### config.mk
export PLATFORM = sky130hd
export DESIGN_NAME = irq_merge
export DESIGN_NICKNAME = d
export VERILOG_FILES = /design/src/rtl/irq_merge_pkg.sv /design/src/rtl/irq_merge_regs.sv /design/src/rtl/irq_merge_tmr_bank.sv /design/src/rtl/irq_merge_alm_bank.sv /design/src/rtl/irq_merge.sv
export SDC_FILE = /design/constraint.sdc
export NUM_CORES = 1
export LEC_CHECK = 0
export ABC_AREA = 1
export BUFFER_PORTS_ARGS = -buffer_cell sky130_fd_sc_hd__buf_4
export CAP_MARGIN = 20
export CORE_ASPECT_RATIO = 0.9
export CORE_MARGIN = 8
export CORE_UTILIZATION = 47
export CTS_CLUSTER_SIZE = 14
export DETAILED_ROUTE_END_ITERATION = 10
export PLACE_DENSITY = 0.74
export SYNTH_ARGS = -nofsm -noshare
export SYNTH_HDL_FRONTEND = slang
export SYNTH_SLANG_ARGS = --single-unit
### constraint.sdc
create_clock -name clk -period 1.5 [get_ports clk]
set_input_delay 0.375 -clock clk [delete_from_list [all_inputs] [get_ports clk]]
set_output_delay 0.375 -clock clk [all_outputs]
set_load 0.005 [all_outputs]
### src/rtl/irq_merge_pkg.sv
package irq_merge_pkg;

  typedef enum logic [2:0] {
    SEL_NONE,
    SEL_TMR_EN,
    SEL_ALM_EN,
    SEL_TMR_ST,
    SEL_ALM_ST
  } reg_sel_e;

  // Rising edge of a level, given its value one clock earlier.
  function automatic logic edge_up(input logic now_lvl, input logic was_lvl);
    return now_lvl & ~was_lvl;
  endfunction

  // Next sticky status value: a set wins over a clear in the same clock.
  function automatic logic sticky_next(input logic cur, input logic set, input logic clr);
    return set | (cur & ~clr);
  endfunction

endpackage

### src/rtl/irq_merge_regs.sv
module irq_merge_regs
  import irq_merge_pkg::*;
#(
  parameter int unsigned AW        = 8,
  parameter int unsigned DW        = 8,
  parameter int unsigned N_TMR     = 8,
  parameter int unsigned N_ALM     = 4,
  parameter int unsigned TMR_EN_AD = 2,
  parameter int unsigned ALM_EN_AD = 3,
  parameter int unsigned TMR_ST_AD = 4,
  parameter int unsigned ALM_ST_AD = 5
) (
  input  logic             clk,
  input  logic             rst_n,
  input  logic             we,
  input  logic [AW-1:0]    addr,
  input  logic [DW-1:0]    wdata,
  input  logic [N_TMR-1:0] tmr_stat,
  input  logic [N_ALM-1:0] alm_stat,
  output logic [N_TMR-1:0] tmr_mask,
  output logic [N_ALM-1:0] alm_mask,
  output logic [N_TMR-1:0] tmr_clr,
  output logic [N_ALM-1:0] alm_clr,
  output logic [DW-1:0]    rdata
);

  reg_sel_e sel;

  always_comb begin
    if (addr == AW'(TMR_EN_AD))      sel = SEL_TMR_EN;
    else if (addr == AW'(ALM_EN_AD)) sel = SEL_ALM_EN;
    else if (addr == AW'(TMR_ST_AD)) sel = SEL_TMR_ST;
    else if (addr == AW'(ALM_ST_AD)) sel = SEL_ALM_ST;
    else                             sel = SEL_NONE;
  end

  always_ff @(posedge clk or negedge rst_n) begin
    if (!rst_n) begin
      tmr_mask <= '0;
      alm_mask <= '0;
    end else if (we) begin
      if (sel == SEL_TMR_EN) tmr_mask <= wdata[N_TMR-1:0];
      if (sel == SEL_ALM_EN) alm_mask <= wdata[N_ALM-1:0];
    end
  end

  assign tmr_clr = (we && sel == SEL_TMR_ST) ? wdata[N_TMR-1:0] : '0;
  assign alm_clr = (we && sel == SEL_ALM_ST) ? wdata[N_ALM-1:0] : '0;

  always_comb begin
    rdata = '0;
    case (sel)
      SEL_TMR_EN: rdata[N_TMR-1:0] = tmr_mask;
      SEL_ALM_EN: rdata[N_ALM-1:0] = alm_mask;
      SEL_TMR_ST: rdata[N_TMR-1:0] = tmr_stat;
      SEL_ALM_ST: rdata[N_ALM-1:0] = alm_stat;
      default:    rdata = '0;
    endcase
  end

endmodule

### src/rtl/irq_merge_tmr_bank.sv
module irq_merge_tmr_bank
  import irq_merge_pkg::*;
#(
  parameter int unsigned N = 8
) (
  input  logic         clk,
  input  logic         rst_n,
  input  logic [N-1:0] zero_in,
  input  logic [N-1:0] clr,
  output logic [N-1:0] rise,
  output logic [N-1:0] stat
);

  for (genvar i = 0; i < N; i++) begin : g_tmr
    logic was_zero;

    assign rise[i] = edge_up(zero_in[i], was_zero);

    always_ff @(posedge clk or negedge rst_n) begin
      if (!rst_n) begin
        was_zero <= 1'b1;
        stat[i]  <= 1'b0;
      end else begin
        was_zero <= zero_in[i];
        stat[i]  <= sticky_next(stat[i], rise[i], clr[i]);
      end
    end
  end

endmodule

### src/rtl/irq_merge_alm_bank.sv
module irq_merge_alm_bank
  import irq_merge_pkg::*;
#(
  parameter int unsigned N = 4
) (
  input  logic         clk,
  input  logic         rst_n,
  input  logic [N-1:0] lvl,
  input  logic [N-1:0] clr,
  output logic [N-1:0] stat
);

  for (genvar i = 0; i < N; i++) begin : g_alm
    always_ff @(posedge clk or negedge rst_n) begin
      if (!rst_n) stat[i] <= 1'b0;
      else        stat[i] <= sticky_next(stat[i], lvl[i], clr[i]);
    end
  end

endmodule

### src/rtl/irq_merge.sv
module irq_merge #(
  parameter int unsigned AW        = 8,
  parameter int unsigned DW        = 8,
  parameter int unsigned N_TMR     = 8,
  parameter int unsigned N_ALM     = 4,
  parameter int unsigned TMR_EN_AD = 2,
  parameter int unsigned ALM_EN_AD = 3,
  parameter int unsigned TMR_ST_AD = 4,
  parameter int unsigned ALM_ST_AD = 5
) (
  input  logic             clk,
  input  logic             rst_n,
  input  logic [N_TMR-1:0] tmr_zero,
  input  logic [N_ALM-1:0] alm_lvl,
  input  logic             host_we,
  input  logic [AW-1:0]    host_addr,
  input  logic [DW-1:0]    host_wdata,
  output logic [DW-1:0]    host_rdata,
  output logic             irq_oe,
  output logic             irq_dat
);

  logic [N_TMR-1:0] tmr_mask, tmr_clr, tmr_rise, tmr_stat;
  logic [N_ALM-1:0] alm_mask, alm_clr, alm_stat;

  irq_merge_regs #(
    .AW(AW), .DW(DW), .N_TMR(N_TMR), .N_ALM(N_ALM),
    .TMR_EN_AD(TMR_EN_AD), .ALM_EN_AD(ALM_EN_AD),
    .TMR_ST_AD(TMR_ST_AD), .ALM_ST_AD(ALM_ST_AD)
  ) u_regs (
    .clk(clk), .rst_n(rst_n), .we(host_we), .addr(host_addr), .wdata(host_wdata),
    .tmr_stat(tmr_stat), .alm_stat(alm_stat),
    .tmr_mask(tmr_mask), .alm_mask(alm_mask),
    .tmr_clr(tmr_clr), .alm_clr(alm_clr), .rdata(host_rdata)
  );

  irq_merge_tmr_bank #(.N(N_TMR)) u_tmr (
    .clk(clk), .rst_n(rst_n), .zero_in(tmr_zero), .clr(tmr_clr),
    .rise(tmr_rise), .stat(tmr_stat)
  );

  irq_merge_alm_bank #(.N(N_ALM)) u_alm (
    .clk(clk), .rst_n(rst_n), .lvl(alm_lvl), .clr(alm_clr), .stat(alm_stat)
  );

  assign irq_oe  = (|(tmr_stat & tmr_mask)) | (|(alm_stat & alm_mask));
  assign irq_dat = 1'b0;

endmodule

==> After elaboration in Yosys (flattened, before gate mapping) <==
Index checks and enable logic that the tools add are counted.
{ "word_totals": {"register_bits": 32, "input_bits": 31, "wordCells": 99} }
{ "op_classes": {"eq_ne": 8, "mux": 8, "bitwise": 55, "reduce_logical": 6} }
{ "op_table": {"columns": ["cell", "n"], "rows": [
  ["$and 1x1->1", 20],
  ["$not 1->1", 20],
  ["$eq 8x2->1 const B", 2],
  ["$eq 8x3->1 const B", 2],
  ["$pmux 4 s4", 1],
  ["$or 1x1->1", 13],
  ["$mux 3", 4],
  ["$and 8x8->8", 1],
  ["$mux 8", 1],
  ["$pmux 4 s2", 1],
  ["$reduce_or 8->1", 1],
  ["$eq 3x2->1 const B", 2],
  ["$and 4x4->4", 1],
  ["$mux 4", 1],
  ["$reduce_and 2->1", 2],
  ["$reduce_or 4->1", 1],
  ["$eq 3x1->1 const B", 1],
  ["$eq 3x3->1 const B", 1],
  ["$logic_and 1x1->1", 2]
]} }

==> Depth between registers and ports, before layout <==
{ "depth": {"ltp_word": 11, "ltp_mapped": 8} }

==> Modules after synthesis <==
Synthesis repeated with hierarchy kept, for this count alone.
{ "unflattened": {"cells_unflattened": 235, "area_unflattened_um2": 1734.2} }
{ "by_module_without_submodules": {"columns": ["mod", "n_inst", "cells_each", "area_each_um2", "seq_area_each_um2"], "rows": [
  ["irq_merge_regs", 1, 127, 868.3, 300.3],
  ["irq_merge_tmr_bank", 1, 64, 610.6, 410.4],
  ["irq_merge_alm_bank", 1, 20, 160.2, 100.1],
  ["irq_merge", 1, 24, 95.1, 0.0]
]} }

==> Worst setup path before layout <==
No wires, ideal clock.
{ "synth_path": {"kind": "in2out", "start": "input port host_addr[5]", "end": "output port host_rdata[1]", "arrival_time_ns": 1.114, "required_ns": 1.125, "slack_ns": 0.011, "path_stages": 8, "n_path_buf": 1, "path_cell_list": "nor2_1 nand2_1 inv_2 buf_4 nand3_1 nand2_1 inv_1 nand2_1"} }
{ "synth_between": {"elab_chain_len": 7, "elab_cells_between_ends": 13} }
{ "synth_rtl": {"columns": ["item", "line", "rtl"], "rows": [
  ["start: declaration", "irq_merge.sv:16", "input logic [AW-1:0] host_addr,"],
  ["$eq 8x3->1", "irq_merge_regs.sv:33", "else if (addr == AW'(ALM_ST_AD)) sel = SEL_ALM_ST;"],
  ["$mux 3", "irq_merge_regs.sv:33", null],
  ["$mux 3", "irq_merge_regs.sv:32", "else if (addr == AW'(TMR_ST_AD)) sel = SEL_TMR_ST;"],
  ["$mux 3", "irq_merge_regs.sv:31", "else if (addr == AW'(ALM_EN_AD)) sel = SEL_ALM_EN;"],
  ["$mux 3 *", "irq_merge_regs.sv:30", "if (addr == AW'(TMR_EN_AD)) sel = SEL_TMR_EN;"],
  ["$eq 3x3->1, or another cell as far along", "irq_merge_regs.sv:52", "case (sel)"],
  ["$pmux 4 s4 *", "irq_merge_regs.sv:52", null],
  ["end: declaration", "irq_merge.sv:18", "output logic [DW-1:0] host_rdata,"]
]} }
Mark *: on every way between the ends. The rest lies on a longest branch, timed or not.

==> Worst setup path after layout <==
{ "layout_path": {"start": "input port host_addr[6]", "end": "output port host_rdata[5]"} }
{ "layout_between": {"elab_chain_len": 7, "elab_cells_between_ends": 11} }
{ "layout_rtl": {"columns": ["item", "line"], "rows": [
  ["$eq 8x3->1", "irq_merge_regs.sv:33"],
  ["$mux 3", "irq_merge_regs.sv:33"],
  ["$mux 3", "irq_merge_regs.sv:32"],
  ["$mux 3", "irq_merge_regs.sv:31"],
  ["$mux 3 *", "irq_merge_regs.sv:30"],
  ["$eq 3x2->1 / $eq 3x1->1 (equally long branches)", "irq_merge_regs.sv:52"],
  ["$pmux 4 s2 *", "irq_merge_regs.sv:52"]
]} }
Marks and branches as above.

==> results.toml <==
[status]
status = "complete, but fails checks"
violations = "setup timing"

[cts]
clockRootBuffer = "clkbuf_8"
htreeDepth = 2
cts.hold.buffers_added = 0
ctsLongestPathBuffers = 2
clkSinkCount = 32
cts_tree = "built"
cts_made_buffers = 5
path_clk_slew_ps = 60
clock_latency_ps = 280

[sta]
max_freq_mhz = 604
hold_viol = 0
rsz0062_at_grt = "true"
maxSlewViolCount = 0
hold_ws_ps = 19.8
period_needed_ps = 1660
timing.final.crit_share = 1.10
finalSetupViolations = 9
setup_tns_ps = -1270
skew_ps = 1.14
setup_ws_ps = -156

[layout]
nNetsFinal = 309
instances_no_fill = 323
design_area_um2 = 2420
n_antenna_cell = 0
drive_gt1_frac = 0.394
area_growth_pct = 44.6

[setup_path]
crit_family = "simple AND/OR/NAND/NOR gates"
worstSetupEndpointType = "output pin"
worstPathMaxFanout = 7
slowest_delay_ps = 240
slowest_stage = "nor2_4"
path_buf_inv = 3
path_class = "in -> out"
required_ps = 1120
start_kind = "input pin"
path_cells = "buf_6, nor2_4, nand2_4, nor2_4, buf_12, nand2_4, nand2_2, buf_6"
cp.arrival_ps = 1280

[power]
p_leak_nw = 1.28
ir_drop_uv = 625
power_mw = 2.07
power_density_nw_per_um2 = 856

[route]
wl_per_cell_um = 13.0
via_count = 1574
dr.pass1.iters = 4
drt-vias-per-instance = 4.87
drt_iter0_drc = 93
drc = 0
detail-route-antenna-nets = 0
wirelength_um = 4180

[synthesis]
ys_seq_area_frac = 0.485
synthDistinctLibCells = 21
synth_seq_cells = 32
synthCells = 217
synth.avg_cell_area_um2 = 7.70
synth_fp_nets = 248
synth_area_um2 = 1670
yosys_warnings = 0

[placed_design]
dp.cells = 305
place_congestion = 0.868
dp_hpwl_um = 2730
post_dp_cell_area_um2 = 2080
portBuffers = 39

[global_routing]
grt_pass1_wl_um = 7120
track_usage = 0.157
grt_overflow = 0
grt_max_degree = 33
antenna_found_initial = 0
grt_pass1_vias = 1576

[die]
start_util = 0.491
fp.dieArea_um2 = 5720
ioPinCount = 41
die_width_um = 78.9
rows = 20
core_area_um2 = 3400
dieHeight_um = 72.6

[job]
drv_cap = 0

[min_path]
hold_path.class = "in -> async"
-- worst paths after layout --
path | startpoint | endpoint | slack, ps | depth (start not counted)
worst max-delay path | host_addr[6] | host_rdata[5] | -160 | 8
worst min-delay path | rst_n | u_alm.stat[0] | 20 | 1
worst max register to register | u_regs.tmr_mask[2] | u_regs.tmr_mask[2] | 740 | 3
worst min register to register | u_tmr.g_tmr[1].was_zero | u_tmr.stat[1] | 510 | 3
max in group asynchronous | rst_n | u_tmr.g_tmr[5].was_zero | 1150 | 1
min in group clk | tmr_zero[7] | u_tmr.g_tmr[7].was_zero | 200 | 1
-- state kept, by name (all words and copies together), names as in the netlist --
signal                cells
u_regs.tmr_mask           8
u_tmr.stat                8
u_tmr.g_tmr.was_zero      8
u_alm.stat                4
u_regs.alm_mask           4
-- metal layers --
layer / global-route usage / vias up / wire [um]
li1: - / 787 / -
met3: 0.0517 / 5 / 282
met4: 0.0698 / 0 / 33
met5: 0 / - / 0
met2: 0.253 / 47 / 2080
met1: 0.187 / 735 / 1780
-- synth_stat cells --
| master | count | area (um2) |
|---|---|---|
| a21oi_1 | 1 | 5.00 |
| a22o_1 | 1 | 8.76 |
| buf_4 | 3 | 22.5 |
| buf_6 | 1 | 11.3 |
| clkbuf_1 | 1 | 3.75 |
| conb_1 | 1 | 3.75 |
| dfrtp_1 | 24 | 601 |
| dfstp_2 | 8 | 210 |
| inv_1 | 32 | 120 |
| inv_2 | 1 | 3.75 |
| nand2_1 | 84 | 315 |
| nand2_2 | 4 | 25.0 |
| nand3_1 | 30 | 150 |
| nand3_2 | 1 | 10.0 |
| nand3_4 | 1 | 17.5 |
| nor2_1 | 8 | 30.0 |
| nor2_2 | 2 | 12.5 |
| nor2_4 | 1 | 11.3 |
| nor2_8 | 1 | 20.0 |
| o21ai_1 | 4 | 20.0 |
| o21ai_2 | 8 | 70.1 |
-- area by class of cell --
| cell class | instances | area (um2) |
|---|---|---|
| clock buffers | 7 | 96.3 |
| clock inverters | 1 | 30.0 |
| fillers | 284 | 986 |
| inverters | 33 | 129 |
| multi-input cells | 147 | 791 |
| flip-flops and latches | 32 | 811 |
| well taps | 44 | 55.1 |
| repair buffers | 59 | 505 |
-- report_power, final --
group | internal, mW | switching, mW
clock network | 0.586 | 0.312
registers | 0.899 | 0.0157
logic | 0.124 | 0.132
total | 1.61 | 0.459
-- layout by cell type (no fill, tap or decap), drive strengths merged --
cell type / Yosys / routed
clkbuf: 1 / 7
bufinv: 0 / 1
buf: 4 / 59
nor2: 12 / 12
dfstp: 8 / 8
conb: 1 / 1
inv: 33 / 33
o21ai: 12 / 12
nand2: 88 / 88
nand3: 32 / 32
dfrtp: 24 / 24
a22o: 1 / 1
a21oi: 1 / 1
-- cells by family (layout without fill, tap and decap cells) --
family	count (synthesis)	in the layout	synth area share
buffers and inverters	38	100	0.0966
other	1	1	0.00224
AND/OR/NAND/NOR	132	132	0.354
flip-flops	32	32	0.485
AO/OA/AOI/OAI	14	14	0.0621
-- repair_timing --
item,CTS,global route
setup endpoints to repair,9,9
buffers inserted,10,0
gates resized for setup,33,5
pin swaps,9,4
-- through the flow --
stage,worst slack (ps),util
floorplan,11.3,-
global placement,-214,0.612
detailed placement,-243,0.612
CTS,-133,0.704
global route,-220,0.710
finish,-156,0.710
(Power assumes the default switching activity.)
